[config.mk]
export PLATFORM = sky130hd
export DESIGN_NAME = devreg_frontend
export DESIGN_NICKNAME = d
export VERILOG_FILES = /design/src/rtl/devreg_pkg.sv /design/src/rtl/devreg_decode.sv /design/src/rtl/devreg_split64.sv /design/src/rtl/devreg_frontend.sv
export SDC_FILE = /design/constraint.sdc
export NUM_CORES = 1
export LEC_CHECK = 0
export BUFFER_PORTS_ARGS = -buffer_cell sky130_fd_sc_hd__buf_2
export CORE_UTILIZATION = 30
export CTS_BUF_LIST = sky130_fd_sc_hd__clkbuf_4 sky130_fd_sc_hd__clkbuf_8
export DETAILED_ROUTE_END_ITERATION = 12
export GPL_TIMING_DRIVEN = 0
export PLACE_DENSITY_LB_ADDON = 0.05
export SKIP_LAST_GASP = 1
export SYNTH_ARGS = -nofsm -noshare
export SYNTH_HDL_FRONTEND = slang
export SYNTH_HIERARCHICAL = 1
export SYNTH_SLANG_ARGS = --single-unit
[constraint.sdc]
create_clock -name clk -period 1.3 [get_ports clk]
set_clock_uncertainty 0.1 [all_clocks]
set_input_delay 0.065 -clock clk [delete_from_list [all_inputs] [get_ports clk]]
set_output_delay 0.065 -clock clk [all_outputs]
set_load 0.01 [all_outputs]
[src/rtl/devreg_pkg.sv]
package devreg_pkg;

  localparam int unsigned SLOT_W = 10;

  localparam logic [SLOT_W-1:0] SL_GUARD0 = 10'h000;
  localparam logic [SLOT_W-1:0] SL_GUARD1 = 10'h001;
  localparam logic [SLOT_W-1:0] SL_T32    = 10'h002;
  localparam logic [SLOT_W-1:0] SL_T64    = 10'h003;
  localparam logic [SLOT_W-1:0] SL_IRQ    = 10'h004;
  localparam logic [SLOT_W-1:0] SL_CTLCNT = 10'h060;
  localparam logic [SLOT_W-1:0] SL_LINK   = 10'h062;
  localparam logic [SLOT_W-1:0] SL_PEN    = 10'h063;
  localparam logic [SLOT_W-1:0] SL_ID     = 10'h064;

  localparam logic [31:0] GUARD_WORD = 32'hDEADBABE;

  typedef enum logic [3:0] {
    RG_RESV,
    RG_GUARD,
    RG_T32,
    RG_T64,
    RG_IRQ,
    RG_CTLCNT,
    RG_LINK,
    RG_PEN,
    RG_ID
  } region_e;

  function automatic logic [31:0] twice32(input logic [31:0] v);
    return {v[30:0], 1'b0};
  endfunction

  function automatic logic [63:0] twice64(input logic [63:0] v);
    return {v[62:0], 1'b0};
  endfunction

endpackage

[src/rtl/devreg_decode.sv]
module devreg_decode
  import devreg_pkg::*;
#(
  parameter int unsigned ADDR_W = 13
) (
  input  logic [ADDR_W-1:0] addr,
  output region_e           region
);
  localparam int unsigned SW = ADDR_W - 3;

  logic [SW-1:0] slot;
  assign slot = addr[ADDR_W-1:3];

  always_comb begin
    region = RG_RESV;
    if (addr[2:0] == 3'b000) begin
      if (SW'(SL_GUARD0) == slot || SW'(SL_GUARD1) == slot) region = RG_GUARD;
      else if (SW'(SL_T32)    == slot) region = RG_T32;
      else if (SW'(SL_T64)    == slot) region = RG_T64;
      else if (SW'(SL_IRQ)    == slot) region = RG_IRQ;
      else if (SW'(SL_CTLCNT) == slot) region = RG_CTLCNT;
      else if (SW'(SL_LINK)   == slot) region = RG_LINK;
      else if (SW'(SL_PEN)    == slot) region = RG_PEN;
      else if (SW'(SL_ID)     == slot) region = RG_ID;
    end
  end
endmodule

[src/rtl/devreg_split64.sv]
module devreg_split64 #(
  parameter logic [63:0] KEEP_MASK = 64'hFFFF_FFFF_FFFF_FFFF
) (
  input  logic        clk,
  input  logic        rst_n,
  input  logic        wr_lo,
  input  logic        wr_hi,
  input  logic [63:0] wdata,
  output logic [63:0] value
);
  logic [31:0] stage_q;
  logic [63:0] value_q;

  always_ff @(posedge clk or negedge rst_n) begin
    if (!rst_n) begin
      stage_q <= '0;
      value_q <= '0;
    end else if (wr_lo && wr_hi) begin
      value_q <= wdata & KEEP_MASK;
    end else if (wr_lo) begin
      stage_q <= wdata[31:0];
    end else if (wr_hi) begin
      value_q <= {wdata[63:32], stage_q} & KEEP_MASK;
    end
  end

  assign value = value_q;

  // a lone low-half write only stages
  p_stage_only_r4: assert property (@(posedge clk) disable iff (!rst_n)
    (wr_lo && !wr_hi) |=> $stable(value));

  // masked bit positions never become set
  p_masked_bits_r6: assert property (@(posedge clk) disable iff (!rst_n)
    (value & ~KEEP_MASK) == 64'h0);

  // an upper-half write merges the staged low half
  p_merge_r4: assert property (@(posedge clk) disable iff (!rst_n)
    (wr_hi && !wr_lo) |=> value[31:0] == ($past(stage_q) & KEEP_MASK[31:0]));
endmodule

[src/rtl/devreg_frontend.sv]
module devreg_frontend
  import devreg_pkg::*;
#(
  parameter int unsigned ADDR_W = 13,
  parameter int unsigned NPORTS = 62,
  parameter int unsigned VEC_W  = 8,
  parameter logic [63:0] DEV_ID = 64'h5A17_0C00_0000_0042
) (
  input  logic              clk,
  input  logic              rst_n,
  input  logic              req_valid,
  output logic              req_ready,
  input  logic              req_write,
  input  logic [ADDR_W-1:0] req_addr,
  input  logic [63:0]       req_wdata,
  input  logic [7:0]        req_wstrb,
  output logic              rsp_valid,
  output logic [63:0]       rsp_rdata,
  input  logic [NPORTS-1:0] link_up,
  output logic              irq_valid,
  output logic [VEC_W-1:0]  irq_vector,
  output logic              reset_req
);
  localparam int unsigned PAD_W = 64 - NPORTS - 1;
  localparam logic [63:0] PEN_MASK = {PAD_W'(0), {NPORTS{1'b1}}, 1'b0};

  region_e region;
  logic    acc, wr_acc, rd_acc, lo_full, hi_full;
  logic    wr_lo_t64, wr_hi_t64, wr_lo_pen, wr_hi_pen;
  logic    irq_fire, rst_fire, resv_write;

  logic [31:0]      t32_q;
  logic [VEC_W-1:0] vec_q;
  logic [63:0]      t64_val, pen_val, rd_mux, rdata_q;
  logic             rvalid_q, irq_q, rstreq_q;

  devreg_decode #(.ADDR_W(ADDR_W)) u_dec (
    .addr   (req_addr),
    .region (region)
  );

  assign req_ready  = 1'b1;
  assign acc        = req_valid && req_ready;
  assign wr_acc     = acc && req_write;
  assign rd_acc     = acc && !req_write;
  assign lo_full    = (req_wstrb[3:0] == 4'hF);
  assign hi_full    = (req_wstrb[7:4] == 4'hF);

  assign wr_lo_t64  = wr_acc && region == RG_T64 && lo_full;
  assign wr_hi_t64  = wr_acc && region == RG_T64 && hi_full;
  assign wr_lo_pen  = wr_acc && region == RG_PEN && lo_full;
  assign wr_hi_pen  = wr_acc && region == RG_PEN && hi_full;
  assign irq_fire   = wr_acc && region == RG_IRQ && lo_full;
  assign rst_fire   = wr_acc && region == RG_CTLCNT && lo_full && req_wdata[0];
  assign resv_write = wr_acc && (region == RG_RESV || region == RG_GUARD
                                 || region == RG_LINK || region == RG_ID);

  devreg_split64 #(.KEEP_MASK(64'hFFFF_FFFF_FFFF_FFFF)) u_t64 (
    .clk   (clk),
    .rst_n (rst_n),
    .wr_lo (wr_lo_t64),
    .wr_hi (wr_hi_t64),
    .wdata (req_wdata),
    .value (t64_val)
  );

  devreg_split64 #(.KEEP_MASK(PEN_MASK)) u_pen (
    .clk   (clk),
    .rst_n (rst_n),
    .wr_lo (wr_lo_pen),
    .wr_hi (wr_hi_pen),
    .wdata (req_wdata),
    .value (pen_val)
  );

  always_ff @(posedge clk or negedge rst_n) begin
    if (!rst_n) begin
      t32_q <= '0;
      vec_q <= '0;
    end else begin
      if (wr_acc && region == RG_T32 && lo_full) t32_q <= req_wdata[31:0];
      if (irq_fire) vec_q <= req_wdata[VEC_W-1:0];
    end
  end

  always_comb begin
    rd_mux = '0;
    unique case (region)
      RG_GUARD:  rd_mux = {GUARD_WORD, GUARD_WORD};
      RG_T32:    rd_mux = {32'h0, twice32(t32_q)};
      RG_T64:    rd_mux = twice64(t64_val);
      RG_IRQ:    rd_mux = 64'(vec_q);
      RG_CTLCNT: rd_mux = {32'(NPORTS), 32'h0};
      RG_LINK:   rd_mux = {PAD_W'(0), link_up, 1'b0};
      RG_PEN:    rd_mux = pen_val;
      RG_ID:     rd_mux = DEV_ID;
      default:   rd_mux = '0;
    endcase
  end

  always_ff @(posedge clk or negedge rst_n) begin
    if (!rst_n) begin
      rvalid_q <= 1'b0;
      rdata_q  <= '0;
      irq_q    <= 1'b0;
      rstreq_q <= 1'b0;
    end else begin
      rvalid_q <= rd_acc;
      if (rd_acc) rdata_q <= rd_mux;
      irq_q    <= irq_fire;
      rstreq_q <= rst_fire;
    end
  end

  assign rsp_valid  = rvalid_q;
  assign rsp_rdata  = rdata_q;
  assign irq_valid  = irq_q;
  assign irq_vector = vec_q;
  assign reset_req  = rstreq_q;

  // guard reads return the marker pattern
  p_guard_read_r1: assert property (@(posedge clk) disable iff (!rst_n)
    (rd_acc && region == RG_GUARD) |=> rsp_rdata == {GUARD_WORD, GUARD_WORD});

  // reserved and read-only writes leave all stored state untouched
  p_resv_quiet_r2: assert property (@(posedge clk) disable iff (!rst_n)
    resv_write |=> ($stable(t32_q) && $stable(t64_val) && $stable(pen_val) && $stable(vec_q)));

  // test word readback is the doubled stored value
  p_t32_double_r3: assert property (@(posedge clk) disable iff (!rst_n)
    (rd_acc && region == RG_T32) |=> rsp_rdata[31:0] == {$past(t32_q[30:0]), 1'b0});

  // an interrupt request only follows a trigger write
  p_irq_cause_r5: assert property (@(posedge clk) disable iff (!rst_n)
    irq_valid |-> $past(wr_acc && region == RG_IRQ && lo_full));

  // reset request only follows a control write with bit 0 set
  p_rst_cause_r9: assert property (@(posedge clk) disable iff (!rst_n)
    reset_req |-> $past(wr_acc && region == RG_CTLCNT && req_wdata[0]));

  // read data valid exactly one cycle after a read
  p_rsp_timing_r10: assert property (@(posedge clk) disable iff (!rst_n)
    rsp_valid |-> $past(rd_acc));

  p_rsp_follows_r10: assert property (@(posedge clk) disable iff (!rst_n)
    rd_acc |=> rsp_valid);
endmodule

==> results.yml <==
run_status:
  status: "complete, but fails checks"
  violations: "hold timing, setup timing"
power:
  power_density_mw_per_mm2: 898
  vdd_drop_max_mv: 0.545
  p_leak_nw: 10.2
  power_mw: 19.7
placed_design:
  place_inst: 1932
  pre_cts_ws_ps: -2190
  dp_hpwl_um: 35200
  portBuffers: 224
  gp_congestion: 0.792
  dpl_cell_area_mm2: 0.0161
worst_setup_path:
  path_max_fanout: 10
  arrival_ps: 2690
  endpoint_kind: "register"
  critPathKind: "input pin to register"
  required_ps: 1710
  rr_worst_depth: 4
  crit_path_start_kind: "input pin"
clocking:
  clock_latency_ps: 640
  clk_pin_slew_ps: 60
  cts_tree: "yes"
  holdBufCountCts: 127
  numCtsBuffers: 54
  cts_root_buffer: "clkbuf_8"
  clock_path_buffers: 3
  cts.sinks: 294
  htree_levels: 2
sta:
  rsz0062_at_grt: "true"
  setup_ws_ps: -978
  final-hold-violation-count: 215
  min_period_over_period_pct: 175
  max_freq_mhz: 439
  timing.hold.ws_ps: -655
  slew_headroom_pct: 50.0
  worst_pin_slew_ps: 749
  final.setup.tns_ps: -240210
  post-route-min-period_ps: 2280
  setup_viol: 368
  slew_viol_final: 0
global_routing:
  use_met3_pct: 4.29
  grt_max_degree: 99
  use_met1_pct: 33.2
  grt_pass1_vias: 11900
  grt.busiest_layer: "met2"
  antenna_found_initial: 0
  met2_usage_pct: 37.8
  grt_usage_pct: 24.1
  grt_pass1_wl_um: 82200
  grt_overflow: 0
finish:
  fill_cells: 4092
  syn2layout_area_growth_pct: 59.4
  postLayoutCellArea_mm2: 0.0220
  final_cells: 2303
  multiInputGateArea_mm2: 0.00664
  seq_area_mm2: 0.00736
  fin_nets: 1817
  final_layout_size_suffix_gt1_share_pct: 48.2
  diodes: 0
  fin_util_pct: 48.4
synth:
  syn_inst: 1104
  netlist_area_mm2: 0.0138
  syn_area_per_cell_um2: 12.5
  yosys_warnings: 6
routing:
  drt-pass1-iter-count: 4
  ant_nets: 0
  dr_total_vias: 11500
  drt_iter0_drc: 715
  wl_um: 57800
  vias_per_cell: 4.97
  drt-wirelength-per-cell_um: 25.1
  drc: 0
floorplan:
  ioPinCount: 227
  rows: 78
  die_height_um: 216
  die_w_um: 216
  coreArea_mm2: 0.0454
  initial_utilization_pct: 30.4
  dieArea_mm2: 0.0468
min_path:
  worstHoldPathType: "input pin to async pin"
job:
  cap_violations: 0
==> sequential cells by signal, indices dropped and copies added, names as in the netlist <==
register / cells
u_pen/stage_q: 31
rsp_valid: 1
t32_q: 31
reset_req: 1
irq_vector: 8
irq_valid: 1
u_t64/stage_q: 32
u_t64/value: 63
u_pen/value: 62
rsp_rdata: 64
==> final timing paths <==
kind                       slack [ps]            from                end
max in group asynchronous         590           rst_n    u_pen/value[10]
max                              -980    req_addr[11]  u_pen/stage_q[10]
min in group clk                   60    req_wstrb[0]           t32_q[3]
min                              -660           rst_n      rsp_rdata[54]
max reg2reg                       -50  u_t64/value[0]       rsp_rdata[1]
min reg2reg                       380   rsp_rdata[50]      rsp_rdata[50]
==> cell usage in the layout, fill, tap and decap left out, types with 4 or more instances in the layout <==
cell type	count
mux2i_1	95
nor2_1	70
a22o_1	50
buf_12	58
mux2i_2	16
dlygate4sd3_1	125
buf_8	19
o22ai_4	4
clkbuf_4	24
o22ai_1	7
mux2i_4	5
buf_6	40
nor2_4	6
nor2b_4	4
inv_1	4
o21ai_1	13
o211ai_1	6
a21oi_1	79
clkbuf_8	73
nand2b_4	4
a31oi_1	4
buf_4	76
buf_2	219
mux2_4	101
nor2_2	8
o21ai_0	29
nand2b_1	4
nand2_1	37
clkbuf_16	18
a22oi_1	17
dfrtp_1	294
nor4_4	4
buf_16	24
clkbuf_1	7
mux2_2	64
o221ai_1	6
o221ai_2	9
==> timing repair <==
| item | in CTS | in global routing |
|---|---|---|
| pin swaps | 47 | 56 |
| hold endpoints to repair | 504 | 215 |
| setup buffers | 96 | 41 |
| resized for setup | 274 | 97 |
| cloned | 21 | 13 |
| endpoints found under the setup margin | 369 | 369 |
==> final cells by class <==
type / instances / share of cell area, %
Timing Repair Buffer: 516 / 22.0
Sequential cell: 294 / 33.5
Multi-Input combinational cell: 717 / 30.2
Buffer: 78 / 5.66
Inverter: 5 / 0.102
Clock buffer: 93 / 5.17
Tap cell: 600 / 3.42
==> worst max-delay path: stages <==
cell and delay (ps):
buf_6 90, nor4_4 270, nand2_2 100, buf_6 140, nor4b_4 350, buf_6 170, buf_12 110, and2_4 150
nor2b_4 170, nand2_4 100, nor2_4 170, nand2b_4 270, buf_12 190, mux2_4 300
==> power breakdown <==
| group | total (mW) | leakage, nW | internal, mW | switching (mW) |
|---|---|---|---|---|
| clock | 9.46 | 0.609 | 5.41 | 4.06 |
| combinational | 1.11 | 5.48 | 0.531 | 0.577 |
| sequential | 9.16 | 4.11 | 9.16 | 0.000908 |
| total | 19.7 | 10.2 | 15.1 | 4.63 |
==> layer usage <==
metal  vias to the layer above  part of all wire (%)
li1                       5189                     -
met1                      5836                    46
met2                       338                    46
met3                        88                   4.7
met4                         0                   2.7
met5                         -                     0
Power figures use the tool's default switching activity.
